<file path="src/rtl/rtr_energy_pkg.sv">
package rtr_energy_pkg;
   localparam int NUM_EV   = 6;
   localparam int NUM_COMP = 4;

   typedef enum logic [2:0] {
      EV_BWR  = 3'd0,
      EV_ARB  = 3'd1,
      EV_VCQ  = 3'd2,
      EV_BRD  = 3'd3,
      EV_XBAR = 3'd4,
      EV_LINK = 3'd5
   } ev_e;

   typedef enum logic [1:0] {
      CP_BUF  = 2'd0,
      CP_ARB  = 2'd1,
      CP_XBAR = 2'd2,
      CP_LINK = 2'd3
   } comp_e;
endpackage

</file>
<file path="src/rtl/rtr_evt_counter.sv">
module rtr_evt_counter #(
   parameter int NUM_PORTS = 5,
   parameter int CNT_W     = 32,
   parameter int PC_W      = $clog2(NUM_PORTS + 1)
) (
   input  logic                 clk,
   input  logic                 rst_n,
   input  logic                 clr,
   input  logic [NUM_PORTS-1:0] stb_i,
   output logic [PC_W-1:0]      pc_o,
   output logic [CNT_W-1:0]     cnt_o
);
   logic [CNT_W-1:0] cnt_q;
   logic [CNT_W:0]   sum;

   always_comb begin
      pc_o = '0;
      for (int p = 0; p < NUM_PORTS; p++)
         pc_o = pc_o + PC_W'(stb_i[p]);
   end

   assign sum = {1'b0, cnt_q} + (CNT_W+1)'(pc_o);

   always_ff @(posedge clk or negedge rst_n) begin
      if (!rst_n)
         cnt_q <= '0;
      else if (clr)
         cnt_q <= '0;
      else if (sum[CNT_W])
         cnt_q <= '1;
      else
         cnt_q <= sum[CNT_W-1:0];
   end

   assign cnt_o = cnt_q;
endmodule

</file>
<file path="src/rtl/rtr_energy_acc.sv">
module rtr_energy_acc #(
   parameter int NUM_IN = 2,
   parameter int PC_W   = 3,
   parameter int WGT_W  = 16,
   parameter int ACC_W  = 48
) (
   input  logic                              clk,
   input  logic                              rst_n,
   input  logic                              clr,
   input  logic [NUM_IN-1:0][PC_W-1:0]       pc_i,
   input  logic [NUM_IN-1:0][WGT_W-1:0]      wgt_i,
   input  logic [ACC_W-1:0]                  static_i,
   output logic [ACC_W-1:0]                  acc_o,
   output logic [ACC_W-1:0]                  e_o
);
   localparam int PROD_W = WGT_W + PC_W;
   localparam int INC_W  = PROD_W + $clog2(NUM_IN + 1);

   logic [NUM_IN-1:0][PROD_W-1:0] prod;
   logic [INC_W-1:0]              inc;
   logic [ACC_W-1:0]              acc_q;
   logic [ACC_W:0]                nxt;
   logic [ACC_W:0]                esum;

   for (genvar g = 0; g < NUM_IN; g++) begin : g_prod
      assign prod[g] = PROD_W'(pc_i[g]) * PROD_W'(wgt_i[g]);
   end

   always_comb begin
      inc = '0;
      for (int k = 0; k < NUM_IN; k++)
         inc = inc + INC_W'(prod[k]);
   end

   assign nxt = {1'b0, acc_q} + (ACC_W+1)'(inc);

   always_ff @(posedge clk or negedge rst_n) begin
      if (!rst_n)
         acc_q <= '0;
      else if (clr)
         acc_q <= '0;
      else if (nxt[ACC_W])
         acc_q <= '1;
      else
         acc_q <= nxt[ACC_W-1:0];
   end

   assign esum  = {1'b0, acc_q} + {1'b0, static_i};
   assign e_o   = esum[ACC_W] ? '1 : esum[ACC_W-1:0];
   assign acc_o = acc_q;
endmodule

</file>
<file path="src/rtl/rtr_energy_meter.sv">
module rtr_energy_meter
   import rtr_energy_pkg::*;
#(
   parameter int NUM_PORTS = 5,
   parameter int CNT_W     = 32,
   parameter int WGT_W     = 16,
   parameter int ACC_W     = 48
) (
   input  logic                 clk,
   input  logic                 rst_n,
   input  logic                 clr,
   input  logic [NUM_PORTS-1:0] stb_bwr,
   input  logic [NUM_PORTS-1:0] stb_arb,
   input  logic [NUM_PORTS-1:0] stb_vcq,
   input  logic [NUM_PORTS-1:0] stb_brd,
   input  logic [NUM_PORTS-1:0] stb_xbar,
   input  logic [NUM_PORTS-1:0] stb_link,
   input  logic [WGT_W-1:0]     w_bwr,
   input  logic [WGT_W-1:0]     w_arb,
   input  logic [WGT_W-1:0]     w_vcq,
   input  logic [WGT_W-1:0]     w_brd,
   input  logic [WGT_W-1:0]     w_xbar,
   input  logic [WGT_W-1:0]     w_link,
   input  logic [ACC_W-1:0]     s_buf,
   input  logic [ACC_W-1:0]     s_arb,
   input  logic [ACC_W-1:0]     s_xbar,
   input  logic [ACC_W-1:0]     s_link,
   output logic [CNT_W-1:0]     cnt_bwr,
   output logic [CNT_W-1:0]     cnt_arb,
   output logic [CNT_W-1:0]     cnt_vcq,
   output logic [CNT_W-1:0]     cnt_brd,
   output logic [CNT_W-1:0]     cnt_xbar,
   output logic [CNT_W-1:0]     cnt_link,
   output logic [ACC_W-1:0]     e_buf,
   output logic [ACC_W-1:0]     e_arb,
   output logic [ACC_W-1:0]     e_xbar,
   output logic [ACC_W-1:0]     e_link,
   output logic [ACC_W-1:0]     e_total
);
   localparam int PC_W = $clog2(NUM_PORTS + 1);

   if (NUM_PORTS < 1) begin : g_chk_ports
      $error("rtr_energy_meter: NUM_PORTS must be at least 1");
   end
   if (CNT_W < PC_W) begin : g_chk_cnt
      $error("rtr_energy_meter: CNT_W too narrow for one cycle of events");
   end
   if (ACC_W < WGT_W + PC_W + 2) begin : g_chk_acc
      $error("rtr_energy_meter: ACC_W too narrow for one cycle increment");
   end

   logic [NUM_EV-1:0][NUM_PORTS-1:0] stb_all;
   logic [NUM_EV-1:0][PC_W-1:0]      pc_all;
   logic [NUM_EV-1:0][CNT_W-1:0]     cnt_all;
   logic [NUM_COMP-1:0][ACC_W-1:0]   acc_all;
   logic [NUM_COMP-1:0][ACC_W-1:0]   e_comp;
   logic [ACC_W+1:0]                 tsum;

   assign stb_all[EV_BWR]  = stb_bwr;
   assign stb_all[EV_ARB]  = stb_arb;
   assign stb_all[EV_VCQ]  = stb_vcq;
   assign stb_all[EV_BRD]  = stb_brd;
   assign stb_all[EV_XBAR] = stb_xbar;
   assign stb_all[EV_LINK] = stb_link;

   for (genvar e = 0; e < NUM_EV; e++) begin : g_cnt
      rtr_evt_counter #(
         .NUM_PORTS (NUM_PORTS),
         .CNT_W     (CNT_W),
         .PC_W      (PC_W)
      ) u_cnt (
         .clk   (clk),
         .rst_n (rst_n),
         .clr   (clr),
         .stb_i (stb_all[e]),
         .pc_o  (pc_all[e]),
         .cnt_o (cnt_all[e])
      );
   end

   rtr_energy_acc #(.NUM_IN(2), .PC_W(PC_W), .WGT_W(WGT_W), .ACC_W(ACC_W)) u_acc_buf (
      .clk      (clk),
      .rst_n    (rst_n),
      .clr      (clr),
      .pc_i     ({pc_all[EV_BRD], pc_all[EV_BWR]}),
      .wgt_i    ({w_brd, w_bwr}),
      .static_i (s_buf),
      .acc_o    (acc_all[CP_BUF]),
      .e_o      (e_comp[CP_BUF])
   );

   rtr_energy_acc #(.NUM_IN(2), .PC_W(PC_W), .WGT_W(WGT_W), .ACC_W(ACC_W)) u_acc_arb (
      .clk      (clk),
      .rst_n    (rst_n),
      .clr      (clr),
      .pc_i     ({pc_all[EV_VCQ], pc_all[EV_ARB]}),
      .wgt_i    ({w_vcq, w_arb}),
      .static_i (s_arb),
      .acc_o    (acc_all[CP_ARB]),
      .e_o      (e_comp[CP_ARB])
   );

   rtr_energy_acc #(.NUM_IN(1), .PC_W(PC_W), .WGT_W(WGT_W), .ACC_W(ACC_W)) u_acc_xbar (
      .clk      (clk),
      .rst_n    (rst_n),
      .clr      (clr),
      .pc_i     (pc_all[EV_XBAR]),
      .wgt_i    (w_xbar),
      .static_i (s_xbar),
      .acc_o    (acc_all[CP_XBAR]),
      .e_o      (e_comp[CP_XBAR])
   );

   rtr_energy_acc #(.NUM_IN(1), .PC_W(PC_W), .WGT_W(WGT_W), .ACC_W(ACC_W)) u_acc_link (
      .clk      (clk),
      .rst_n    (rst_n),
      .clr      (clr),
      .pc_i     (pc_all[EV_LINK]),
      .wgt_i    (w_link),
      .static_i (s_link),
      .acc_o    (acc_all[CP_LINK]),
      .e_o      (e_comp[CP_LINK])
   );

   assign tsum = {2'b00, e_comp[CP_BUF]}  + {2'b00, e_comp[CP_ARB]}
               + {2'b00, e_comp[CP_XBAR]} + {2'b00, e_comp[CP_LINK]};
   assign e_total = (|tsum[ACC_W+1:ACC_W]) ? '1 : tsum[ACC_W-1:0];

   assign cnt_bwr  = cnt_all[EV_BWR];
   assign cnt_arb  = cnt_all[EV_ARB];
   assign cnt_vcq  = cnt_all[EV_VCQ];
   assign cnt_brd  = cnt_all[EV_BRD];
   assign cnt_xbar = cnt_all[EV_XBAR];
   assign cnt_link = cnt_all[EV_LINK];
   assign e_buf    = e_comp[CP_BUF];
   assign e_arb    = e_comp[CP_ARB];
   assign e_xbar   = e_comp[CP_XBAR];
   assign e_link   = e_comp[CP_LINK];
endmodule

</file>
<file path="config.mk">
export PLATFORM = sky130hd
export DESIGN_NAME = rtr_energy_meter
export DESIGN_NICKNAME = d
export VERILOG_FILES = /design/src/rtl/rtr_energy_pkg.sv /design/src/rtl/rtr_evt_counter.sv /design/src/rtl/rtr_energy_acc.sv /design/src/rtl/rtr_energy_meter.sv
export SDC_FILE = /design/constraint.sdc
export NUM_CORES = 2
export LEC_CHECK = 0
export BUFFER_PORTS_ARGS = -buffer_cell sky130_fd_sc_hd__buf_2
export CORE_AREA = 4 4 291 293
export DETAILED_ROUTE_END_ITERATION = 10
export DIE_AREA = 0 0 295 297
export GPL_TIMING_DRIVEN = 0
export PLACE_DENSITY = 0.8
export SLEW_MARGIN = 15
export SYNTH_ARGS = -nofsm -noshare
export SYNTH_HDL_FRONTEND = slang
export SYNTH_SLANG_ARGS = --single-unit
</file>
<file path="constraint.sdc">
create_clock -name clk -period 14.6 [get_ports clk]
set_input_delay 1.46 -clock clk [delete_from_list [all_inputs] [get_ports clk]]
set_output_delay 1.46 -clock clk [all_outputs]
set_load 0.03 [all_outputs]
</file>
==> metrics <==
status completed; starting density of the core 56.6%; Global Route Usage Sum 40.2%; commonest cells after routing, fill and taps aside sky130_fd_sc_hd__buf_2 (762), sky130_fd_sc_hd__a21oi_1 (663), sky130_fd_sc_hd__nand2_1 (528); kind of critical path in2out; Final HPWL DP between 150000 and 200000 µm; Min Hold Slack approximately 0.54 ns; worst skew pair latency slightly above 0.6 ns; setup repair after global routing missed its margin false; distinct cell type count of the synthesized netlist 83; number of hold-repair buffers added at the cts stage 0; Critical Path Source Type primary input; Worst VDD drop 0.414 mV; fraction of layout cells with a size suffix above 1 14.3%; arrival time at the worst endpoint 11.31 ns; buffer cell driving the clock tree root sky130_fd_sc_hd__clkbuf_16; Fin. Hold Viols 0; post-synthesis cell area 0.0463 mm²; maximum number of buffers from clock root to sink 3; sequential element share of the synthesized area 20.7%; Max transition margin 14.7%; Num Clock Sinks roughly 380; setup slack of the most critical reg-to-reg path 9.76 ns; clock period minus worst slack 12.77 ns; accumulated negative setup slack 0 ns; signed area change from the synthesized netlist to the final layout 14.8%; final clock period utilization by the worst path 87.5%; Iter 0 DRT Violations 4196; number of primary I/O pins 753; number of enable-type register cells in the synthesized netlist 0; library cell appearing most often on the critical path sky130_fd_sc_hd__a21oi_1; number of buffers added for setup after CTS 0; Synth warnings 0; class of the tightest hold or removal check reg2reg; number of nets in the layout 7480; Antenna Violating Nets Remaining 0; master of the slowest instance on the critical path sky130_fd_sc_hd__a211oi_1; core area 0.0818 mm²; cts bufs inserted 47; first-pass iteration count of the detailed router 7; highest cell delay on the worst timing path 0.79 ns; die boundary height roughly 300 µm; fraction of registers with async set or reset after synthesis 100%; commonest non-fill, non-tap cell in the layout sky130_fd_sc_hd__buf_2; clock transition at the register clock pins on the worst setup and hold paths after CTS 0.06 ns; power consumption 0.0150 W; maximum frequency from static timing analysis 78.3 MHz; final wirelength 182000 µm; Vias around 46000; #FFs+latches synth 384; DIE AREA 0.0876 mm²; transition at the pin with the smallest max-transition slack 1.28 ns; Crit path buffers/inverters 8; count of buffers from port buffering ~750; required time worst endpoint 13.14 ns; count of instances resized after the clock tree is built 0; Final Slew Violations 0; Leakage ~27 nW; cell class contributing the biggest share of worst-path delay compound AO/OA/AOI/OAI gates; biggest fanout along the worst timing path 10; detailed-route wire length per cell 24.0 µm; mean instance size in the synthesized netlist 8.21 µm²; die extent in x 295 µm; number of failing setup endpoints in the final timing report 0; global-route wire length before repair around 270000 µm; per-cell via count in the routed design 6.06; TritonCTS clock tree built; number of H-tree branching levels 2; maximum number of pins on one net before global-route repair 101; global route total overflow 0; post-detailed-route DRC marker count 0; Power per Cell Area 282 mW/mm²; Std-Cell Rows 105; CP endpoint kind primary output; most used flip-flop cell after synthesis sky130_fd_sc_hd__dfrtp_1; max_cap viols 0; placer congestion estimate 1.04; vias in the first global route 44200; Final Skew between 0.015 and 0.02 ns; cells after synthesis 5642; net count after synthesis between 6000 and 7000; antenna violations before repair 53
stage by stage:
step	utilization [%]	worst slack, ns	instances	instance area [µm²]
final	65.0	1.83	7584	53200
after CTS	64.8	2.12	7549	53100
after global placement	62.8	2.26	7463	51400
after floorplan	-	4.95	5642	46300
after detailed placement	63.0	2.18	7469	51600
after global routing	64.9	1.53	7569	53100
worst register-to-register path: stages (launching register included):
cell and delay [ns]:
sky130_fd_sc_hd__dfrtp_1 0.34, sky130_fd_sc_hd__inv_1 0.07, sky130_fd_sc_hd__fa_1 0.53, sky130_fd_sc_hd__inv_1 0.07
sky130_fd_sc_hd__fa_1 0.46, sky130_fd_sc_hd__a21o_1 0.18, sky130_fd_sc_hd__a21oi_1 0.26, sky130_fd_sc_hd__o21bai_1 0.13
sky130_fd_sc_hd__a2111oi_0 0.66, sky130_fd_sc_hd__o31ai_1 0.23, sky130_fd_sc_hd__o31ai_1 0.64, sky130_fd_sc_hd__o31ai_1 0.34
sky130_fd_sc_hd__clkbuf_1 0.32, sky130_fd_sc_hd__nand4_1 0.18, sky130_fd_sc_hd__xor2_1 0.16, sky130_fd_sc_hd__a21oi_1 0.08
area by class of cell:
cell class	count	area [µm²]
clock inverters	17	206
flip-flops and latches	384	9610
multi-input cells	4542	34000
plain buffers	192	776
fillers	7221	28700
diodes	35	87.6
repair buffers	757	3900
clock buffers	63	1300
well taps	1070	1340
inverters	524	1970
final timing paths:
path | from | endpoint | cells after the start
worst max register to register | u_acc_xbar.acc_o[2] | u_acc_xbar.acc_o[41] | 15
min in group asynchronous | rst_n | u_acc_xbar.acc_o[15] | 1
max in group asynchronous | rst_n | g_cnt[0].u_cnt.cnt_o[13] | 4
worst max-delay path | s_arb[5] | e_total[46] | 31
worst min register to register | g_cnt[5].u_cnt.cnt_o[28] | g_cnt[5].u_cnt.cnt_o[28] | 1
worst min-delay path | g_cnt[5].u_cnt.cnt_o[28] | g_cnt[5].u_cnt.cnt_o[28] | 1
per-layer routing:
metal | share of wire, % | vias to the layer above | GRT usage, %
met5 | 0.12 | - | 0
met2 | 43 | 2261 | 60.8
met1 | 38 | 22100 | 50.5
li1 | - | 21100 | -
met4 | 7.2 | 34 | 24.3
met3 | 11 | 506 | 12.4
logic make-up (layout without fill, tap and decap cells):
family	count (synthesis)	after routing	synth area share, %
buffers and inverters	716	1553	5.91
XOR/XNOR	506	506	9.57
multiplexers	13	13	0.284
AO/OA/AOI/OAI	1481	1481	19.8
other	0	35	0
flip-flops	384	384	20.7
adder cells (fa/ha/maj)	711	711	24.1
AND/OR/NAND/NOR	1831	1831	19.6
report_power, final:
| group | internal (W) | total, W | leakage [nW] | switching, W |
|---|---|---|---|---|
| registers | 0.00121 | 0.00133 | 5.27 | 0.000127 |
| clock network | 0.000664 | 0.00117 | 0.734 | 0.000510 |
| logic | 0.00452 | 0.0125 | 21.2 | 0.00798 |
state kept, by name (all words and copies together) (netlist names):
name / count
g_cnt.u_cnt.cnt_o: 192
u_acc_arb.acc_o: 48
u_acc_buf.acc_o: 48
u_acc_link.acc_o: 48
u_acc_xbar.acc_o: 48
Yosys cell counts, types with 8 or more instances:
| master | n | area [µm²] |
|---|---|---|
| sky130_fd_sc_hd__a211o_1 | 15 | 131 |
| sky130_fd_sc_hd__a211oi_1 | 42 | 315 |
| sky130_fd_sc_hd__a21boi_0 | 14 | 105 |
| sky130_fd_sc_hd__a21o_1 | 195 | 1460 |
| sky130_fd_sc_hd__a21oi_1 | 663 | 3320 |
| sky130_fd_sc_hd__a221oi_1 | 9 | 78.8 |
| sky130_fd_sc_hd__a311oi_1 | 12 | 105 |
| sky130_fd_sc_hd__a31o_2 | 8 | 70.1 |
| sky130_fd_sc_hd__a31oi_1 | 65 | 407 |
| sky130_fd_sc_hd__a41o_1 | 8 | 80.1 |
| sky130_fd_sc_hd__a41oi_1 | 10 | 87.6 |
| sky130_fd_sc_hd__and2_1 | 153 | 957 |
| sky130_fd_sc_hd__and3_1 | 89 | 557 |
| sky130_fd_sc_hd__and4_1 | 31 | 272 |
| sky130_fd_sc_hd__buf_1 | 10 | 37.5 |
| sky130_fd_sc_hd__buf_2 | 12 | 60.1 |
| sky130_fd_sc_hd__clkbuf_1 | 162 | 608 |
| sky130_fd_sc_hd__dfrtp_1 | 384 | 9610 |
| sky130_fd_sc_hd__fa_1 | 304 | 6090 |
| sky130_fd_sc_hd__ha_1 | 407 | 5090 |
| sky130_fd_sc_hd__inv_1 | 524 | 1970 |
| sky130_fd_sc_hd__mux2i_1 | 12 | 120 |
| sky130_fd_sc_hd__nand2_1 | 528 | 1980 |
| sky130_fd_sc_hd__nand2b_1 | 91 | 569 |
| sky130_fd_sc_hd__nand3_1 | 149 | 746 |
| sky130_fd_sc_hd__nand3b_1 | 12 | 90.1 |
| sky130_fd_sc_hd__nand4_1 | 87 | 544 |
| sky130_fd_sc_hd__nor2_1 | 381 | 1430 |
| sky130_fd_sc_hd__nor2b_1 | 102 | 638 |
| sky130_fd_sc_hd__nor3_1 | 75 | 375 |
| sky130_fd_sc_hd__nor3b_1 | 21 | 158 |
| sky130_fd_sc_hd__nor4_1 | 11 | 68.8 |
| sky130_fd_sc_hd__nor4b_1 | 8 | 70.1 |
| sky130_fd_sc_hd__o2111ai_1 | 8 | 70.1 |
| sky130_fd_sc_hd__o211ai_1 | 32 | 240 |
| sky130_fd_sc_hd__o21a_1 | 68 | 510 |
| sky130_fd_sc_hd__o21ai_0 | 186 | 931 |
| sky130_fd_sc_hd__o21bai_1 | 54 | 405 |
| sky130_fd_sc_hd__o31ai_1 | 21 | 158 |
| sky130_fd_sc_hd__or2_1 | 10 | 62.6 |
| sky130_fd_sc_hd__or2_2 | 44 | 275 |
| sky130_fd_sc_hd__or3_1 | 24 | 150 |
| sky130_fd_sc_hd__xnor2_1 | 253 | 2220 |
| sky130_fd_sc_hd__xor2_1 | 253 | 2220 |
(Power assumes the default switching activity.)
